## src/rtl/reg_hazard_classifier.sv

```systemverilog
module reg_hazard_classifier #(
  parameter int IDX_W     = 5,
  parameter bit PIPELINED = 1'b1
) (
  input  logic             clk,
  input  logic             rst_n,
  input  logic [IDX_W-1:0] old_wr_idx,
  input  logic             old_wr_vld,
  input  logic [IDX_W-1:0] old_rd0_idx,
  input  logic             old_rd0_vld,
  input  logic [IDX_W-1:0] old_rd1_idx,
  input  logic             old_rd1_vld,
  input  logic [IDX_W-1:0] new_wr_idx,
  input  logic             new_wr_vld,
  input  logic [IDX_W-1:0] new_rd0_idx,
  input  logic             new_rd0_vld,
  input  logic [IDX_W-1:0] new_rd1_idx,
  input  logic             new_rd1_vld,
  input  logic             en_raw,
  input  logic             en_war,
  input  logic             en_waw,
  output logic             raw,
  output logic             war,
  output logic             waw,
  output logic             stall
);

  function automatic logic hit(input logic [IDX_W-1:0] a, input logic av,
                               input logic [IDX_W-1:0] b, input logic bv);
    return av && bv && (a == b);
  endfunction

  logic raw_c, war_c, waw_c, stall_c;

  assign raw_c = hit(old_wr_idx, old_wr_vld, new_rd0_idx, new_rd0_vld)
               | hit(old_wr_idx, old_wr_vld, new_rd1_idx, new_rd1_vld);
  assign war_c = hit(old_rd0_idx, old_rd0_vld, new_wr_idx, new_wr_vld)
               | hit(old_rd1_idx, old_rd1_vld, new_wr_idx, new_wr_vld);
  assign waw_c = hit(old_wr_idx, old_wr_vld, new_wr_idx, new_wr_vld);

  assign stall_c = (raw_c & en_raw) | (war_c & en_war) | (waw_c & en_waw);

  generate
    if (PIPELINED) begin : g_reg
      logic [3:0] q;
      always_ff @(posedge clk) begin
        if (!rst_n) q <= '0;
        else        q <= {raw_c, war_c, waw_c, stall_c};
      end
      assign {raw, war, waw, stall} = q;
    end else begin : g_comb
      assign {raw, war, waw, stall} = {raw_c, war_c, waw_c, stall_c};
    end
  endgenerate

endmodule

```

## config.mk

```make
export PLATFORM = sky130hd
export DESIGN_NAME = reg_hazard_classifier
export DESIGN_NICKNAME = d
export VERILOG_FILES = /design/src/rtl/reg_hazard_classifier.sv
export SDC_FILE = /design/constraint.sdc
export NUM_CORES = 1
export LEC_CHECK = 0
export ABC_AREA = 1
export CAP_MARGIN = 20
export CORE_MARGIN = 5
export CORE_UTILIZATION = 29
export CTS_CLUSTER_DIAMETER = 100
export DETAILED_ROUTE_END_ITERATION = 16
export GPL_ROUTABILITY_DRIVEN = 0
export GPL_TIMING_DRIVEN = 0
export PLACE_DENSITY_LB_ADDON = 0.05
export SYNTH_ARGS = -nofsm -noshare
export SYNTH_HDL_FRONTEND = slang
export SYNTH_SLANG_ARGS = --single-unit
export TNS_END_PERCENT = 5
```

## constraint.sdc

```tcl
create_clock -name clk -period 0.9 [get_ports clk]
set_clock_uncertainty 0.2 [all_clocks]
set_input_delay 0.09 -clock clk [delete_from_list [all_inputs] [get_ports clk]]
set_output_delay 0.09 -clock clk [all_outputs]
set_load 0.005 [all_outputs]
```

==> results_dict.tcl, run 1 <==
set metrics [dict create \
    status "finished with violations" \
    violations "negative setup slack" \
    final.period_utilization_pct 103 \
    syn_inst 128 \
    drt-total-wl_mm 1.91 \
    die_area_mm2 0.00296 \
    syn2layout_area_growth_pct 86.7 \
    regMostFlops "g_reg.q" \
    critPathKind "reg -> out" \
    yosysWarnings 0 \
    grt_max_degree 7 \
    finalHoldViolCount 0 \
    slowest_stage "dfxtp_1" \
    largest_register_ffs 4 \
    synth_cell_types 11 \
    grt_pass1_wl_mm 3.08 \
    antenna_found_initial 0 \
    min_path_type "in -> reg" \
    synth_area_leaders "nand2_1, dfxtp_1, inv_1, nor2_1, nand3_1" \
    final.setup.worst_slack_ps -26.6 \
    syn_nets 169 \
    vias 883 \
    port_buffers 44 \
    die-height_um 54.4 \
    path_delay_family "flip-flops" \
    powerDensity_mw_per_mm2 723 \
    drv_cap 0 \
    hold_buffers 0 \
    final_common_cell "nand2_1" \
    final_cell_mix "nand2_1, inv_1, nor2_1, clkbuf_2, buf_2" \
    wl_per_cell_um 9.38 \
    pin_count 45 \
    total_power_mw 0.771 \
    slew_headroom_pct 88.2 \
    core-area_mm2 0.00192 \
    drive_gt1_share_pct 39.5 \
    grt_use_total_pct 14.0 \
    start_util_pct 29.8 \
    antenna_left 0 \
    worst_slew_pin_slew_ps 177 \
    vias_per_cell 4.33 \
    slew_viol_final 0 \
    cp_max_fo 1 \
    worst-path-buf-inv 1 \
    clockRootBuffer "clkbuf_4" \
    cp_cell_sequence "buf_2" \
    htreeDepth 1 \
    fin_crit_ps 927 \
    postSynthAreaPerCell_um2 4.47 \
    die_w_um 54.4 \
    cts_buffers 3 \
    drtIter0Drc 12 \
    yosys.area.top_type "nand2_1" \
    max_stage_delay_ps 290 \
    cts_tree "yes" \
    ys_ff_latch 4 \
    syn_area_um2 572 \
    nets 220 \
    grt_overflow_total 0 \
    critPathCaptureType "output pin" \
    rsz0062_at_grt "yes" \
    numClockSinks 4 \
    power_leakage_nw 0.628 \
    arrival_ps 640 \
    antenna_cells 0 \
    grt_pass1_vias 811 \
    drcViolationCount 0 \
    ir_worst_vdd_v 0.000305 \
    start_kind "flip-flop" \
    drtPass1Iterations 4 \
    netlist.area_leader.share_pct 40.7 \
    reg_top3 "g_reg.q x4" \
    clk_pin_slew_ps 40 \
    yosysSeqAreaShare_pct 14.0 \
    finalSetupViolCount 5 \
    cts_buffer_depth 2 \
    crit_required_ps 610 \
    dpl.hpwl_mm 1.59 \
    row_count 16 \
    tns_ps -104 \
    fmax_mhz 1080 \
]
[area by class of cell]
cell class                      instances  area, um^2
Tap cell                               27        33.8
Sequential cell                         4        80.1
Multi-Input combinational cell        100         492
Clock buffer                            3        22.5
Fill cell                             237         855
Timing Repair Buffer                   46         342
Inverter                               24        97.6
[logic make-up after synthesis]
kind of cell,after synthesis,synth area share (%)
AOI/OAI and AO/OA,7,6.56
buffers and inverters,24,15.8
DFF,4,14.0
and+or+nand+nor,93,63.7
[path summary, 6_finish.rpt]
kind                               from                     to  slack, ps  cells past startpoint
setup / recovery  g_reg.q[3]$_SDFF_PN0_                    raw        -30                      1
hold / removal            new_wr_idx[2]  g_reg.q[1]$_SDFF_PN0_         20                      6
[power by group]
group	leakage (nW)	total, mW	internal (mW)	switching, mW
sequential	0.0323	0.181	0.181	0.000424
combinational	0.582	0.366	0.182	0.184
clock	0.0138	0.224	0.149	0.0748
[routing by layer]
layer	part of all wire [%]	GRT usage, %
met5	0	0
met3	6.7	2.45
met1	42	16.7
met4	1.5	6.22
met2	50	24.1
[what timing repair did]
| item | 4_1_cts | 5_1_grt |
|---|---|---|
| resized for setup | 107 | 62 |
| pin swaps | 43 | 37 |
| setup buffers | 2 | 0 |
| setup endpoints to repair | 8 | 8 |
[per-stage QoR]
stage	cell area, um^2	instances	setup slack, ps	hold WS, ps	util (%)
after detailed placement	1060	199	-714	480	54.9
after floorplan	582	128	5.21	-6.87	-
final	1070	204	-26.6	21.5	55.5
after global routing	1070	204	-88.0	67.9	55.5
after global placement	1060	199	-702	466	54.9
after CTS	1020	204	-35.7	30.9	53.1
[Yosys cell counts]
cell,n
o21ai_0,2
nor3_1,4
inv_2,3
nand4_1,1
nand2_1,62
nor2_1,20
inv_1,21
dfxtp_1,4
o22ai_1,2
nand3_1,6
a21oi_1,3
Note: power is estimated with default switching activity, not from simulation.
==> inputs of run 2 (changes only) <==
--- a/config.mk
+++ b/config.mk
@@ -7,6 +7,7 @@
 export LEC_CHECK = 0
 export ABC_AREA = 1
 export CAP_MARGIN = 20
+export CORE_ASPECT_RATIO = 1.4
 export CORE_MARGIN = 5
 export CORE_UTILIZATION = 29
 export CTS_CLUSTER_DIAMETER = 100
==> results_dict.tcl, run 2 (synthesis results as in run 1) <==
set metrics [dict create \
    drcViolationCount 0 \
    row_count 19 \
    grt_pass1_vias 797 \
    rsz0062_at_grt "yes" \
    die-height_um 62.5 \
    worst-path-buf-inv 1 \
    slew_headroom_pct 89.0 \
    min_path_type "in -> reg" \
    drt-total-wl_mm 1.97 \
    drive_gt1_share_pct 39.4 \
    fin_crit_ps 931 \
    die_area_mm2 0.00297 \
    grt_overflow_total 0 \
    regMostFlops "g_reg.q" \
    start_kind "flip-flop" \
    hold_path_end "g_reg.q[1]$_SDFF_PN0_" \
    cp_cell_sequence "buf_6" \
    vias 894 \
    final_cell_mix "nand2_1, clkbuf_2, nor2_1, inv_1, inv_2" \
    antenna_found_initial 0 \
    finalHoldViolCount 0 \
    grt_pass1_wl_mm 2.94 \
    antenna_left 0 \
    nets 218 \
    slowest_stage "dfxtp_2" \
    clockRootBuffer "clkbuf_4" \
    violations "negative setup slack" \
    htreeDepth 1 \
    grt_use_total_pct 13.0 \
    path_delay_family "flip-flops" \
    die_w_um 47.5 \
    grt_max_degree 7 \
    cts_buffers 3 \
    cp_max_fo 1 \
    final_common_cell "nand2_1" \
    power_leakage_nw 0.620 \
    clk_pin_slew_ps 40 \
    max_stage_delay_ps 310 \
    pin_count 45 \
    total_power_mw 0.755 \
    numClockSinks 4 \
    final.period_utilization_pct 103 \
    largest_register_ffs 4 \
    final.setup.worst_slack_ps -31.1 \
    reg_top3 "g_reg.q x4" \
    vias_per_cell 4.56 \
    cts_tree "yes" \
    post_cts_buffers 0 \
    dp_cells 193 \
    fmax_mhz 1070 \
    worst_slew_pin_slew_ps 164 \
    status "finished with violations" \
    ir_worst_vdd_v 0.00105 \
    port_buffers 44 \
    hold_start "new_wr_vld" \
    critPathCaptureType "output pin" \
    wl_per_cell_um 10.1 \
    critPathKind "reg -> out" \
    core-area_mm2 0.00193 \
    slew_viol_final 0 \
    syn2layout_area_growth_pct 77.9 \
    drv_cap 0 \
    finalSetupViolCount 4 \
    antenna_cells 0 \
    drtIter0Drc 13 \
    drtPass1Iterations 4 \
    fin_cells 196 \
    start_util_pct 29.7 \
    powerDensity_mw_per_mm2 742 \
    arrival_ps 640 \
    dpl.hpwl_mm 1.65 \
    cts_buffer_depth 2 \
    holdPathStages 5 \
    crit_required_ps 610 \
]
-- run 2: changes by cell type in the layout (fill, tap and decap cells not counted), sizes merged --
cell / before / now
clkbuf: 15 / 21
buf: 20 / 15
clkdlybuf4s15: 6 / 5
dlygate4sd2: 4 / 2
-- run 2: how the worst max path moves through the flow --
stage	startpoint	endpoint	cells after the start
after floorplan	old_wr_idx[4]	g_reg.q[0]$_SDFF_PN0_	8
after global placement	new_wr_idx[4]	g_reg.q[0]$_SDFF_PN0_	11
after detailed placement	new_wr_idx[4]	g_reg.q[0]$_SDFF_PN0_	11
after CTS	g_reg.q[1]$_SDFF_PN0_	waw	1
after global routing	new_rd0_idx[3]	g_reg.q[0]$_SDFF_PN0_	8
final	g_reg.q[0]$_SDFF_PN0_	stall	1
-- run 2: repair_timing --
item,CTS,global route
resized for setup,98,68
pin swaps,36,32
cloned,0,0
hold buffers,0,0
setup endpoints to repair,8,7
-- run 2: routing by layer --
| layer | up-vias | track usage (%) | wire, um |
|---|---|---|---|
| met2 | 32 | 25.7 | 1080 |
| met1 | 378 | 12.4 | 735 |
| met4 | 0 | 1.01 | 0 |
| met5 | - | 0 | 0 |
| li1 | 484 | - | - |
| met3 | 0 | 4.03 | 158 |
-- run 2: per-stage QoR --
step	util, %	hold slack, ps	area [um^2]	setup WS, ps	setup TNS [ps]
after floorplan	-	-6.87	582	5.21	0
after global placement	54.5	461	1050	-711	-3120
after detailed placement	54.5	475	1050	-730	-3190
after CTS	51.9	65.1	1000	-36.1	-167
after global routing	52.8	25.6	1020	-64.0	-268
final	52.8	12.9	1020	-31.1	-100
-- run 2: area by class of cell --
class	instances	area, um^2
multi-input combinational	100	477
fill	230	908
timing repair buffer	44	313
tap	21	26.3
inverter	24	97.6
sequential	4	81.3
clock buffer	3	22.5
-- run 2: where the power goes --
| group | internal, mW | switching [mW] |
|---|---|---|
| clock network | 0.149 | 0.0709 |
| registers | 0.181 | 0.000648 |
| logic | 0.174 | 0.179 |
| total | 0.504 | 0.251 |
